`src/rtl/xcvr_pkg.sv`:
```
package xcvr_pkg;
  localparam int unsigned DEF_SEC_W = 8;
  localparam int unsigned DEF_NSEC  = 2;

  typedef struct packed {
    logic ce_n;
    logic le_n;
    logic oe_n;
  } path_ctl_t;
endpackage

```
`src/rtl/latch_path.sv`:
```
module latch_path #(
  parameter int unsigned W = 8
) (
  input  logic                 clk,
  input  logic                 rst,
  input  xcvr_pkg::path_ctl_t  ctl,
  input  logic [W-1:0]         d_in,
  output logic [W-1:0]         q_out,
  output logic [W-1:0]         q_oe
);
  logic         transp;
  logic         drive;
  logic [W-1:0] store_q;
  logic [W-1:0] sel_data;

  assign transp = !ctl.ce_n && !ctl.le_n;
  assign drive  = !ctl.ce_n && !ctl.oe_n;

  always_ff @(posedge clk) begin
    if (rst)         store_q <= '0;
    else if (transp) store_q <= d_in;
  end

  always_comb begin
    sel_data = transp ? d_in : store_q;
    q_out    = drive ? sel_data : '0;
    q_oe     = {W{drive}};
  end

  AST_CE_FLOATS: assert property (@(posedge clk) disable iff (rst)
    ctl.ce_n |-> (q_oe == '0 && q_out == '0));

  AST_HOLD_STABLE: assert property (@(posedge clk) disable iff (rst)
    (drive && !transp && $past(drive && !transp && !rst)) |-> $stable(q_out));

  AST_OE_UNIFORM: assert property (@(posedge clk) disable iff (rst)
    ($countones(q_oe) == 0 || $countones(q_oe) == W));

  AST_OFF_ZERO: assert property (@(posedge clk) disable iff (rst)
    ((q_out & ~q_oe) == '0));

  AST_CE_NO_CAPTURE: assert property (@(posedge clk) disable iff (rst)
    ($past(ctl.ce_n && !rst) && drive && !transp && $past(!rst)) |-> (q_out == $past(store_q)));
endmodule

```
`src/rtl/xcvr_section.sv`:
```
module xcvr_section #(
  parameter int unsigned W = 8
) (
  input  logic                clk,
  input  logic                rst,
  input  xcvr_pkg::path_ctl_t ctl_ab,
  input  xcvr_pkg::path_ctl_t ctl_ba,
  input  logic [W-1:0]        a_in,
  input  logic [W-1:0]        b_in,
  output logic [W-1:0]        a_out,
  output logic [W-1:0]        a_oe,
  output logic [W-1:0]        b_out,
  output logic [W-1:0]        b_oe
);
  latch_path #(.W(W)) u_ab (
    .clk(clk), .rst(rst), .ctl(ctl_ab),
    .d_in(a_in), .q_out(b_out), .q_oe(b_oe)
  );

  latch_path #(.W(W)) u_ba (
    .clk(clk), .rst(rst), .ctl(ctl_ba),
    .d_in(b_in), .q_out(a_out), .q_oe(a_oe)
  );
endmodule

```
`src/rtl/latched_xcvr.sv`:
```
module latched_xcvr #(
  parameter int unsigned SEC_W = xcvr_pkg::DEF_SEC_W,
  parameter int unsigned NSEC  = xcvr_pkg::DEF_NSEC,
  localparam int unsigned BUS_W = SEC_W * NSEC
) (
  input  logic             clk,
  input  logic             rst,
  input  logic [NSEC-1:0]  ce_ab_n,
  input  logic [NSEC-1:0]  le_ab_n,
  input  logic [NSEC-1:0]  oe_ab_n,
  input  logic [NSEC-1:0]  ce_ba_n,
  input  logic [NSEC-1:0]  le_ba_n,
  input  logic [NSEC-1:0]  oe_ba_n,
  input  logic [BUS_W-1:0] a_in,
  output logic [BUS_W-1:0] a_out,
  output logic [BUS_W-1:0] a_oe,
  input  logic [BUS_W-1:0] b_in,
  output logic [BUS_W-1:0] b_out,
  output logic [BUS_W-1:0] b_oe
);
  for (genvar s = 0; s < NSEC; s++) begin : g_sec
    xcvr_pkg::path_ctl_t ctl_ab;
    xcvr_pkg::path_ctl_t ctl_ba;
    assign ctl_ab = '{ce_n: ce_ab_n[s], le_n: le_ab_n[s], oe_n: oe_ab_n[s]};
    assign ctl_ba = '{ce_n: ce_ba_n[s], le_n: le_ba_n[s], oe_n: oe_ba_n[s]};

    xcvr_section #(.W(SEC_W)) u_sec (
      .clk(clk), .rst(rst),
      .ctl_ab(ctl_ab), .ctl_ba(ctl_ba),
      .a_in (a_in [s*SEC_W +: SEC_W]),
      .b_in (b_in [s*SEC_W +: SEC_W]),
      .a_out(a_out[s*SEC_W +: SEC_W]),
      .a_oe (a_oe [s*SEC_W +: SEC_W]),
      .b_out(b_out[s*SEC_W +: SEC_W]),
      .b_oe (b_oe [s*SEC_W +: SEC_W])
    );
  end
endmodule

```
`config.mk`:
```
export PLATFORM = sky130hd
export DESIGN_NAME = latched_xcvr
export DESIGN_NICKNAME = d
export VERILOG_FILES = /design/src/rtl/xcvr_pkg.sv /design/src/rtl/latch_path.sv /design/src/rtl/xcvr_section.sv /design/src/rtl/latched_xcvr.sv
export SDC_FILE = /design/constraint.sdc
export NUM_CORES = 1
export LEC_CHECK = 0
export BUFFER_PORTS_ARGS = -buffer_cell sky130_fd_sc_hd__buf_2
export CORE_MARGIN = 5
export CORE_UTILIZATION = 49
export CTS_CLUSTER_DIAMETER = 30
export DETAILED_ROUTE_END_ITERATION = 16
export GPL_TIMING_DRIVEN = 0
export HOLD_SLACK_MARGIN = 0.06
export PLACE_DENSITY = 0.87
export SLEW_MARGIN = 40
export SYNTH_ARGS = -nofsm -noshare
export SYNTH_HDL_FRONTEND = slang
export SYNTH_SLANG_ARGS = --single-unit
```
`constraint.sdc`:
```
create_clock -name clk -period 1.7 [get_ports clk]
set_clock_uncertainty 0.05 [all_clocks]
set_input_delay 0 -clock clk [delete_from_list [all_inputs] [get_ports clk]]
set_output_delay 0 -clock clk [all_outputs]
set_load 0.005 [all_outputs]
```
==> results of run 1 <==
==> placed cells by master, fill, tap and decap left out <==
cell type / instances
sky130_fd_sc_hd__buf_2: 108
sky130_fd_sc_hd__dlygate4sd3_1: 44
sky130_fd_sc_hd__buf_4: 34
sky130_fd_sc_hd__mux2i_1: 32
sky130_fd_sc_hd__nor2_1: 32
sky130_fd_sc_hd__o21ai_0: 32
sky130_fd_sc_hd__dfxtp_1: 32
sky130_fd_sc_hd__a21oi_1: 29
sky130_fd_sc_hd__or3b_2: 20
sky130_fd_sc_hd__or3b_1: 12
sky130_fd_sc_hd__clkbuf_1: 6
sky130_fd_sc_hd__buf_6: 6
sky130_fd_sc_hd__clkbuf_8: 6
sky130_fd_sc_hd__or2_2: 4
sky130_fd_sc_hd__inv_1: 4
sky130_fd_sc_hd__a21oi_2: 3
sky130_fd_sc_hd__clkbuf_2: 2
sky130_fd_sc_hd__clkinv_2: 2
sky130_fd_sc_hd__dlymetal6s4s_1: 2
sky130_fd_sc_hd__diode_2: 1
sky130_fd_sc_hd__clkbuf_4: 1
sky130_fd_sc_hd__buf_1: 1
==> metrics by stage <==
step	cells	util [%]
after CTS	464	80.1
after detailed placement	410	66.5
after global routing	462	80.4
after floorplan	251	-
final	463	80.4
after global placement	410	66.5
==> worst max-delay path by stage <==
stage / to / start / slack, ns
3_5_place_dp: b_oe[1] / ce_ab_n[0] / 0.51
2_1_floorplan: a_oe[0] / ce_ba_n[0] / 0.90
5_1_grt: g_sec[1].u_sec.u_ba.store_q[0]$_SDFF_PP0_ / ce_ba_n[1] / 0.008
4_1_cts: g_sec[1].u_sec.u_ba.store_q[2]$_SDFF_PP0_ / ce_ba_n[1] / 0.02
6_report: g_sec[1].u_sec.u_ba.store_q[0]$_SDFF_PP0_ / le_ba_n[1] / 0.04
3_3_place_gp: b_oe[7] / ce_ab_n[0] / 0.54
==> worst max-delay path: cells and delay by family <==
family | cells | cell delay [ns]
AOI/OAI and AO/OA | 1 | 0.12
buffers and inverters | 2 | 1.20
and+or+nand+nor | 1 | 0.51
==> timing repair <==
action,in CTS,in global routing
endpoints found under the setup margin,0,11
resized for setup,0,7
endpoints found under the hold margin,32,2
hold buffers,46,3
==> state kept, by name, summed over array words and instances, names as in the netlist <==
signal / flops
g_sec.u_sec.u_ba.store_q: 16
g_sec.u_sec.u_ab.store_q: 16
==> layout make-up <==
| cell class | instances | area (um^2) | area share [%] |
|---|---|---|---|
| diodes | 1 | 2.50 | 0.0767 |
| plain buffers | 51 | 372 | 11.4 |
| clock buffers | 6 | 82.6 | 2.53 |
| clock inverters | 2 | 10.0 | 0.307 |
| inverters | 4 | 15.0 | 0.460 |
| multi-input cells | 164 | 1080 | 33.0 |
| flip-flops and latches | 32 | 641 | 19.6 |
| well taps | 50 | 62.6 | 1.92 |
| repair buffers | 153 | 1000 | 30.7 |
==> power groups by stage <==
stage          combinational [mW]  sequential (mW)  clock (mW)
3_3_place_gp                0.417            0.814           0
3_5_place_dp                0.427            0.816           0
5_1_grt                     0.569            0.805       0.655
6_report                    0.523            0.801       0.608
2_1_floorplan               0.259            0.812           0
4_1_cts                     0.507            0.800       0.617
==> cells by family after synthesis <==
family | count (synthesis)
simple gates | 68
compound gates | 64
buf+inv | 55
mux | 32
flops | 32
==> per-layer routing <==
metal | routed length, um | vias to the layer above | part of all wire (%)
li1 | - | 1163 | -
met4 | 180 | 0 | 2.6
met2 | 3790 | 86 | 55
met5 | 0 | - | 0
met1 | 2540 | 1108 | 37
met3 | 365 | 19 | 5.3
==> impl_table.tex, run 1 <==
\begin{tabular}{lr}
\hline
Metric & Value \\
\hline
\multicolumn{2}{l}{\textbf{Status}} \\
Status & complete, no violations \\
\multicolumn{2}{l}{\textbf{Critical path}} \\
Top fanout value on the critical path & 6 \\
Worst r2r path cells & 3 \\
Data required time at the worst endpoint & 1.87 ns \\
Setup slack of the most critical reg-to-reg path & 0.44 ns \\
Longest individual stage delay on the worst path & 0.64 ns \\
Critical Path AT & 1.83 ns \\
Type of element capturing the critical path & register \\
Endpoint of the most critical register-to-register path & g\_sec[1].u\_sec.u\_ba.store\_q[0]\$\_SDFF\_PP0\_ \\
Launching element type of the critical path & input pin \\
Critical Path Most Common Cell & sky130\_fd\_sc\_hd\_\_dlygate4sd3\_1 \\
R2r startpoint & g\_sec[1].u\_sec.u\_ba.store\_q[0]\$\_SDFF\_PP0\_ \\
Cell with the largest stage delay on the worst path & sky130\_fd\_sc\_hd\_\_dlygate4sd3\_1 \\
Setup CP Type & in2reg \\
Cells along the critical path & dlygate4sd3\_1 -> or3b\_2 -> a21oi\_2 -> dlygate4sd3\_1 \\
\multicolumn{2}{l}{\textbf{Synthesis}} \\
Library cells used by synthesis & 14 \\
Share of cell area taken by muxes after synthesis & 15.3\% \\
Arithmetic-cell share of the synthesized area counting full adders, half adders and majority gates & 0\% \\
Compound-cell area share of the yosys netlist & 15.3\% \\
Syn. warnings & 0 \\
Cell with the most instances after synthesis & sky130\_fd\_sc\_hd\_\_buf\_4 \\
Largest family of logic cells by synthesized area & simple AND/OR/NAND/NOR gates \\
Simple-gate area share of the yosys netlist & 20.3\% \\
XOR/XNOR share of the synthesized area & 0\% \\
Yosys top cell area share & 30.6\% \\
Avg Inst Size Synth & 8.33 um\^{}2 \\
Total standard cell area after synthesis & 2090 um\^{}2 \\
Yosys reg bits & 32 \\
Most area-hungry cell type in the Yosys netlist & sky130\_fd\_sc\_hd\_\_dfxtp\_1 \\
Post-Syn Nets & 297 \\
Dominant cells by area after synthesis & sky130\_fd\_sc\_hd\_\_dfxtp\_1, sky130\_fd\_sc\_hd\_\_mux2i\_1, sky130\_fd\_sc\_hd\_\_buf\_4 \\
Gate count after technology mapping & 251 \\
Proportion of synthesized chip area in sequential cells & 30.6\% \\
Number of enable flip-flop cells after synthesis & 0 \\
Async set or reset register ratio after synthesis & 0\% \\
Main synth FF type & sky130\_fd\_sc\_hd\_\_dfxtp\_1 \\
\multicolumn{2}{l}{\textbf{Timing}} \\
Number of hold violations in the final report & 0 \\
Slew headroom & 63.7\% \\
Final worst slack & 0.0371 ns \\
Post-layout minimum cycle time & 1.66 ns \\
Total Negative Setup Slacks & 0 ns \\
Final worst path period share & 97.8\% \\
Final count of negative-setup-slack endpoints & 0 \\
Unrepaired setup endpoints after global routing & no \\
Slew @ Worst Pin & 0.545 ns \\
Number of max-slew violations in the final report & 0 \\
Fmax & 601 MHz \\
Hold slack final & 0.0662 ns \\
\multicolumn{2}{l}{\textbf{Route}} \\
Drt first-iter violations & 141 \\
Post-DR wirelength/cell & 14.8 um \\
Drt total wl & 6880 um \\
Detailed-route DRC error count & 0 \\
TritonRoute pass-1 iters & 4 \\
Total vias in the final route & 2376 \\
Post-DRT Antenna Nets & 0 \\
Ratio of routed vias to standard cells & 5.13 \\
\multicolumn{2}{l}{\textbf{Global route}} \\
Initial antenna violation count & 0 \\
Met1 Resource Use GR & 25.7\% \\
Maximum number of pins on one net before global-route repair & 11 \\
Global routing met2 resource utilization & 44.5\% \\
All-layer global routing usage & 24.1\% \\
GRT overflow & 0 \\
Via count of the first global-routing pass & 2406 \\
Met3 layer usage reported by global route & 4.88\% \\
First-pass GRT wire length & 10700 um \\
Global route hottest layer & met2 \\
\multicolumn{2}{l}{\textbf{CTS}} \\
Post-CTS Repair Setup Buffers & 0 \\
CTS Root Cell & sky130\_fd\_sc\_hd\_\_clkbuf\_8 \\
Sink Count & 32 \\
CTS clock-pin slew for the worst setup and hold paths & 0.07 ns \\
Max Buffers Root-to-Sink & 2 \\
Clock latency reported for the late side of the worst-skew pair & 0.28 ns \\
Total clock buffers created by CTS & 5 \\
H-tree level count & 2 \\
Clock tree from TritonCTS & yes \\
\multicolumn{2}{l}{\textbf{Floorplan}} \\
Cell row count & 23 \\
Count of boundary I/O pins & 110 \\
DIE HEIGHT & 75.3 um \\
Total Die Area & 5670 um\^{}2 \\
Initial cell density of the core & 51.5\% \\
Die outline width & 75.3 um \\
Floorplan core area & 4060 um\^{}2 \\
\multicolumn{2}{l}{\textbf{Cells and area}} \\
Net total in the final layout & 457 \\
Number of filler instances in the final layout & 285 \\
Fraction of final layout cells sized beyond drive strength 1 & 45.1\% \\
Post-synthesis to final-layout area growth & 56.1\% \\
Design area & 3260 um\^{}2 \\
\multicolumn{2}{l}{\textbf{Place}} \\
Worst setup timing slack at the placement stage & 0.506 ns \\
Port Buffers & 109 \\
Area after detailed placement & 2700 um\^{}2 \\
Detailed Place HPWL & 4180 um \\
Routability congestion estimate from global placement & 0.745 \\
\multicolumn{2}{l}{\textbf{Min path}} \\
Cells on Worst Hold Path & 3 \\
Worst hold path startpoint & b\_in[2] \\
Worst min path class & in2reg \\
Capture endpoint of the worst hold path & g\_sec[0].u\_sec.u\_ba.store\_q[2]\$\_SDFF\_PP0\_ \\
\multicolumn{2}{l}{\textbf{Power and ir drop}} \\
Register share of total power & 41.5\% \\
Static Leak & 1.65 nW \\
Switch Pwr & 0.529 mW \\
Worst supply voltage drop on vdd & 0.000434 V \\
PnR Total Power & 1.93 mW \\
Share of total power in combinational logic & 27.1\% \\
Sw Share & 27.4\% \\
Relative contribution of the clock network to total power & 31.5\% \\
Cell internal power dissipation & 1.40 mW \\
Ratio of total power to cell area & 592 nW/um\^{}2 \\
\multicolumn{2}{l}{\textbf{Job}} \\
Maxcap violations & 0 \\
\hline
\end{tabular}
No activity file was read; power rests on OpenSTA's default activity.
==> run 2, diff against run 1 <==
Settings changed: PLACE_DENSITY 0.87 to 0.86.
==> run 2 against run 1 <==
  * The flow now finishes with violations (negative setup slack)
  * Critical path type unchanged
  * Design area is 0.27% lower
  * Flip-flop and latch count stayed put
  * Clock power is 0.7% lower
  * Sequential share of layout area is 0.053 points higher
==> impl_table.tex, run 2 (synthesized netlist as in run 1, its figures left out) <==
\begin{tabular}{lr}
\hline
Metric & Value \\
\hline
\multicolumn{2}{l}{\textbf{Floorplan}} \\
DIE HEIGHT & 75.3 um \\
Initial cell density of the core & 51.5\% \\
Total Die Area & 5670 um\^{}2 \\
Count of boundary I/O pins & 110 \\
Die outline width & 75.3 um \\
Floorplan core area & 4060 um\^{}2 \\
Cell row count & 23 \\
\multicolumn{2}{l}{\textbf{Power and ir drop}} \\
Worst supply voltage drop on vdd & 0.000533 V \\
Static Leak & 1.66 nW \\
PnR Total Power & 1.92 mW \\
Ratio of total power to cell area & 591 nW/um\^{}2 \\
\multicolumn{2}{l}{\textbf{Min path}} \\
Worst hold path startpoint & a\_in[8] \\
Worst min path class & in2reg \\
\multicolumn{2}{l}{\textbf{Cells and area}} \\
Number of filler instances in the final layout & 286 \\
Core utilization of the finished layout & 80.2\% \\
Net total in the final layout & 455 \\
Leading cell type in the layout, fill and taps excluded & sky130\_fd\_sc\_hd\_\_buf\_2 \\
Top flop regs & g\_sec.u\_sec.u\_ab.store\_q x16, g\_sec.u\_sec.u\_ba.store\_q x16 \\
Fraction of final layout cells sized beyond drive strength 1 & 45.4\% \\
Commonest non-fill, non-tap cells in the layout & sky130\_fd\_sc\_hd\_\_buf\_2, sky130\_fd\_sc\_hd\_\_dlygate4sd3\_1, sky130\_fd\_sc\_hd\_\_buf\_4 \\
Diode insertion count for antenna repair & 0 \\
Post-synthesis to final-layout area growth & 55.7\% \\
\multicolumn{2}{l}{\textbf{CTS}} \\
Sink Count & 32 \\
CTS Root Cell & sky130\_fd\_sc\_hd\_\_clkbuf\_8 \\
Clock tree from TritonCTS & yes \\
Total clock buffers created by CTS & 5 \\
Clock latency reported for the late side of the worst-skew pair & 0.28 ns \\
H-tree level count & 2 \\
CTS clock-pin slew for the worst setup and hold paths & 0.07 ns \\
Max Buffers Root-to-Sink & 2 \\
\multicolumn{2}{l}{\textbf{Place}} \\
Port Buffers & 109 \\
Routability congestion estimate from global placement & 0.833 \\
Worst setup timing slack at the placement stage & 0.498 ns \\
Detailed Place HPWL & 4150 um \\
\multicolumn{2}{l}{\textbf{Critical path}} \\
Setup CP Type & in2reg \\
Critical Path AT & 1.88 ns \\
Data required time at the worst endpoint & 1.88 ns \\
Top fanout value on the critical path & 10 \\
Setup slack of the most critical reg-to-reg path & 0.45 ns \\
Launching element type of the critical path & input pin \\
CP Launch Point & le\_ab\_n[0] \\
R2r startpoint & g\_sec[0].u\_sec.u\_ab.store\_q[5]\$\_SDFF\_PP0\_ \\
Type of element capturing the critical path & register \\
\multicolumn{2}{l}{\textbf{Timing}} \\
Fmax & 585 MHz \\
Number of max-slew violations in the final report & 0 \\
Total Negative Setup Slacks & -0.00899 ns \\
Slew headroom & 66.8\% \\
Final worst path period share & 101\% \\
Final worst slack & -0.00899 ns \\
Number of hold violations in the final report & 0 \\
Final count of negative-setup-slack endpoints & 1 \\
Slew @ Worst Pin & 0.498 ns \\
Unrepaired setup endpoints after global routing & yes \\
Post-layout minimum cycle time & 1.71 ns \\
\multicolumn{2}{l}{\textbf{Route}} \\
Drt first-iter violations & 153 \\
Total vias in the final route & 2298 \\
Drt total wl & 6670 um \\
Post-DRT Antenna Nets & 0 \\
Ratio of routed vias to standard cells & 5.00 \\
Post-DR wirelength/cell & 14.5 um \\
Detailed-route DRC error count & 0 \\
TritonRoute pass-1 iters & 4 \\
\multicolumn{2}{l}{\textbf{Global route}} \\
Maximum number of pins on one net before global-route repair & 11 \\
Initial antenna violation count & 0 \\
All-layer global routing usage & 24.3\% \\
First-pass GRT wire length & 10600 um \\
Via count of the first global-routing pass & 2357 \\
GRT overflow & 0 \\
\multicolumn{2}{l}{\textbf{Job}} \\
Maxcap violations & 0 \\
\multicolumn{2}{l}{\textbf{Status}} \\
Status & finished with violations \\
Failing checks & negative setup slack \\
\hline
\end{tabular}
run 2: changes by cell type in the layout (fill, tap and decap cells not counted), sizes merged:
cell and delta:
dlymetal6s4s +2, buf -1, diode -1, dlygate4sd3 -3
run 2: per-layer routing:
| metal | part of all wire (%) | global-route usage [%] | up-vias | routed length (um) |
|---|---|---|---|---|
| li1 | - | - | 1154 | - |
| met1 | 37 | 26.4 | 1023 | 2500 |
| met2 | 53 | 44.9 | 101 | 3550 |
| met3 | 6.0 | 5.15 | 20 | 401 |
| met4 | 3.4 | 10.9 | 0 | 227 |
| met5 | 0 | 0 | - | 0 |
run 2: path summary, 6_finish.rpt:
path / depth (start not counted) / end
hold reg to reg: 2 / g_sec[1].u_sec.u_ab.store_q[6]$_SDFF_PP0_
setup reg to reg: 3 / g_sec[0].u_sec.u_ab.store_q[5]$_SDFF_PP0_
hold / removal: 3 / g_sec[1].u_sec.u_ab.store_q[0]$_SDFF_PP0_
setup / recovery: 6 / g_sec[0].u_sec.u_ab.store_q[5]$_SDFF_PP0_
run 2: critical path, cell delays in order:
cell and delay (ns):
sky130_fd_sc_hd__dlygate4sd3_1 0.54, sky130_fd_sc_hd__buf_4 0.16, sky130_fd_sc_hd__buf_4 0.16, sky130_fd_sc_hd__or3b_1 0.36, sky130_fd_sc_hd__a21oi_2 0.11, sky130_fd_sc_hd__dlygate4sd3_1 0.55
run 2: repair_timing:
item	in CTS	in global routing
gates resized for setup	0	12
endpoints found under the setup margin	0	10
buffers inserted	0	0
hold buffers	47	1
endpoints found under the hold margin	32	1
run 2: report_power, final:
group | internal [mW] | leakage [nW] | switching (mW) | total, mW
clock network | 0.323 | 0.0510 | 0.281 | 0.604
logic | 0.295 | 1.35 | 0.222 | 0.517
registers | 0.784 | 0.262 | 0.0159 | 0.800
total | 1.40 | 1.66 | 0.520 | 1.92
run 2: cell type report:
type | instances | area, um^2 | share of cell area, %
Multi-Input combinational cell | 164 | 1080 | 33.1
Inverter | 4 | 15.0 | 0.461
Buffer | 50 | 368 | 11.3
Timing Repair Buffer | 152 | 998 | 30.7
Tap cell | 50 | 62.6 | 1.92
Clock inverter | 2 | 10.0 | 0.308
Sequential cell | 32 | 641 | 19.7
Clock buffer | 6 | 82.6 | 2.54
run 2: stage by stage:
step                      instance area (um^2)  cells  hold WS [ns]
after floorplan                           2090    251        0.0191
after CTS                                 3260    465         0.110
final                                     3250    460        0.0539
after global placement                    2700    410         0.181
after global routing                      3250    460        0.0717
after detailed placement                  2700    410         0.193
==> run 3, diff against run 2 <==
Clock period 1.7 ns to 2.1 ns, I/O delays scaled along.
==> run 3 against run 2 <==
  * The run now ends clean
  * Cell count grew 0.87%
  * Sequential share of layout area is essentially flat
  * Worst hold slack gained 0.12 ns
  * Utilization shrank 0.062 points
  * Routed wire length shrank 2.2%
  * Largest cell class unchanged
==> impl_table.tex, run 3 (synthesized netlist as in run 1, its figures left out) <==
\begin{tabular}{lr}
\hline
Metric & Value \\
\hline
\multicolumn{2}{l}{\textbf{Global route}} \\
GRT overflow & 0 \\
Initial antenna violation count & 0 \\
All-layer global routing usage & 23.4\% \\
First-pass GRT wire length & 10200 um \\
Via count of the first global-routing pass & 2299 \\
Maximum number of pins on one net before global-route repair & 11 \\
\multicolumn{2}{l}{\textbf{Floorplan}} \\
DIE HEIGHT & 75.3 um \\
Floorplan core area & 4060 um\^{}2 \\
Total Die Area & 5670 um\^{}2 \\
Cell row count & 23 \\
Count of boundary I/O pins & 110 \\
Initial cell density of the core & 51.5\% \\
Die outline width & 75.3 um \\
\multicolumn{2}{l}{\textbf{CTS}} \\
Clock latency reported for the late side of the worst-skew pair & 0.28 ns \\
CTS clock-pin slew for the worst setup and hold paths & 0.07 ns \\
Total clock buffers created by CTS & 5 \\
H-tree level count & 2 \\
Clock tree from TritonCTS & yes \\
Sink Count & 32 \\
Max Buffers Root-to-Sink & 2 \\
CTS Root Cell & sky130\_fd\_sc\_hd\_\_clkbuf\_8 \\
\multicolumn{2}{l}{\textbf{Route}} \\
Drt first-iter violations & 126 \\
Post-DRT Antenna Nets & 0 \\
TritonRoute pass-1 iters & 4 \\
Drt total wl & 6530 um \\
Detailed-route DRC error count & 0 \\
Ratio of routed vias to standard cells & 5.01 \\
Total vias in the final route & 2326 \\
Post-DR wirelength/cell & 14.1 um \\
\multicolumn{2}{l}{\textbf{Timing}} \\
Final worst path period share & 84.0\% \\
Number of max-slew violations in the final report & 0 \\
Unrepaired setup endpoints after global routing & no \\
Total Negative Setup Slacks & 0 ns \\
Number of hold violations in the final report & 0 \\
Final worst slack & 0.336 ns \\
Post-layout minimum cycle time & 1.76 ns \\
Slew headroom & 66.5\% \\
Final count of negative-setup-slack endpoints & 0 \\
Fmax & 567 MHz \\
Slew @ Worst Pin & 0.502 ns \\
\multicolumn{2}{l}{\textbf{Min path}} \\
Worst min path class & in2reg \\
Worst hold path startpoint & ce\_ab\_n[0] \\
Capture endpoint of the worst hold path & g\_sec[0].u\_sec.u\_ab.store\_q[6]\$\_SDFF\_PP0\_ \\
Cells on Worst Hold Path & 4 \\
\multicolumn{2}{l}{\textbf{Critical path}} \\
Critical Path Most Common Cell & sky130\_fd\_sc\_hd\_\_buf\_2 \\
R2r startpoint & g\_sec[1].u\_sec.u\_ba.store\_q[0]\$\_SDFF\_PP0\_ \\
Cell with the largest stage delay on the worst path & sky130\_fd\_sc\_hd\_\_dlygate4sd3\_1 \\
Largest delay share family, worst path & buffers and inverters \\
Longest individual stage delay on the worst path & 0.53 ns \\
Worst r2r path cells & 3 \\
Data required time at the worst endpoint & 2.05 ns \\
Critical Path AT & 1.71 ns \\
Setup slack of the most critical reg-to-reg path & 0.85 ns \\
Number of logic stages on the critical path including buffering & 7 \\
Type of element capturing the critical path & output port \\
Top fanout value on the critical path & 9 \\
Cells along the critical path & dlygate4sd3\_1 -> buf\_2 -> or2\_2 -> clkbuf\_1 -> inv\_1 -> buf\_4 -> buf\_2 \\
Launching element type of the critical path & input pin \\
Endpoint of the most critical register-to-register path & g\_sec[1].u\_sec.u\_ba.store\_q[0]\$\_SDFF\_PP0\_ \\
Number of buffers and inverters on the critical path & 6 \\
Setup CP Type & in2out \\
\multicolumn{2}{l}{\textbf{Power and ir drop}} \\
Ratio of total power to cell area & 479 nW/um\^{}2 \\
Static Leak & 1.63 nW \\
Worst supply voltage drop on vdd & 0.000437 V \\
\multicolumn{2}{l}{\textbf{Place}} \\
Port Buffers & 109 \\
Routability congestion estimate from global placement & 0.833 \\
Worst setup timing slack at the placement stage & 0.898 ns \\
Detailed Place HPWL & 4150 um \\
Area after detailed placement & 2700 um\^{}2 \\
\multicolumn{2}{l}{\textbf{Cells and area}} \\
Diode insertion count for antenna repair & 0 \\
Net total in the final layout & 459 \\
Commonest non-fill, non-tap cells in the layout & sky130\_fd\_sc\_hd\_\_buf\_2, sky130\_fd\_sc\_hd\_\_dlygate4sd3\_1, sky130\_fd\_sc\_hd\_\_buf\_4 \\
Combined area of the multi-input logic cells & 1070 um\^{}2 \\
Leading cell type in the layout, fill and taps excluded & sky130\_fd\_sc\_hd\_\_buf\_2 \\
Top flop regs & g\_sec.u\_sec.u\_ab.store\_q x16, g\_sec.u\_sec.u\_ba.store\_q x16 \\
Fraction of final layout cells sized beyond drive strength 1 & 44.7\% \\
Number of filler instances in the final layout & 287 \\
Post-synthesis to final-layout area growth & 55.5\% \\
Sequential Area & 641 um\^{}2 \\
Design area & 3250 um\^{}2 \\
\multicolumn{2}{l}{\textbf{Job}} \\
Maxcap violations & 0 \\
\multicolumn{2}{l}{\textbf{Status}} \\
Status & complete, no violations \\
\hline
\end{tabular}
-- run 3: changes by cell type in the layout (fill, tap and decap cells not counted), sizes merged --
| cell | change |
|---|---|
| dlymetal6s4s | -4 |
| dlygate4sd3 | +5 |
| buf | +3 |
-- run 3: how the worst max path moves through the flow --
stage	startpoint	endpoint	slack, ns
CTS	ce_ba_n[0]	a_oe[2]	0.37
global route	ce_ba_n[0]	a_oe[4]	0.22
detailed placement	ce_ab_n[0]	b_oe[1]	0.90
finish	ce_ab_n[1]	b_oe[12]	0.34
global placement	ce_ab_n[0]	b_oe[5]	0.94
floorplan	ce_ba_n[0]	a_oe[0]	1.30
-- run 3: cell type report --
cell class | instances | area share [%]
Buffer | 51 | 11.4
Clock buffer | 6 | 2.54
Clock inverter | 2 | 0.308
Inverter | 4 | 0.462
Multi-Input combinational cell | 164 | 32.8
Sequential cell | 32 | 19.7
Tap cell | 50 | 1.92
Timing Repair Buffer | 155 | 30.9
-- run 3: through the flow --
step	cells	util (%)	hold WS (ns)	power, mW
2_1_floorplan	251	-	0.0191	0.867
3_3_place_gp	410	66.5	0.181	0.997
3_5_place_dp	410	66.5	0.193	1.01
4_1_cts	464	80.1	0.156	1.56
5_1_grt	464	80.1	0.189	1.64
6_report	464	80.1	0.173	1.56
-- run 3: worst reg2reg max path: cells and delay by family (launching register included) --
kind,cells,cell delay [ns]
AOI/OAI and AO/OA,2,0.26
DFF,1,0.33
buffers and inverters,1,0.55
-- run 3: what timing repair did --
action,CTS,global route
hold endpoints to repair,32,0
buffers inserted,0,0
hold buffers,46,0
resized for setup,0,0
-- run 3: metal layers --
metal	up-vias	global-route usage [%]	wire length, um
met5	-	0	0
met4	0	9.51	165
met3	14	4.62	353
met2	90	45.6	3600
met1	1062	23.9	2410
li1	1160	-	-
-- run 3: power by group --
group	internal, mW	switching [mW]
registers	0.635	0.0126
logic	0.237	0.177
clock network	0.262	0.234
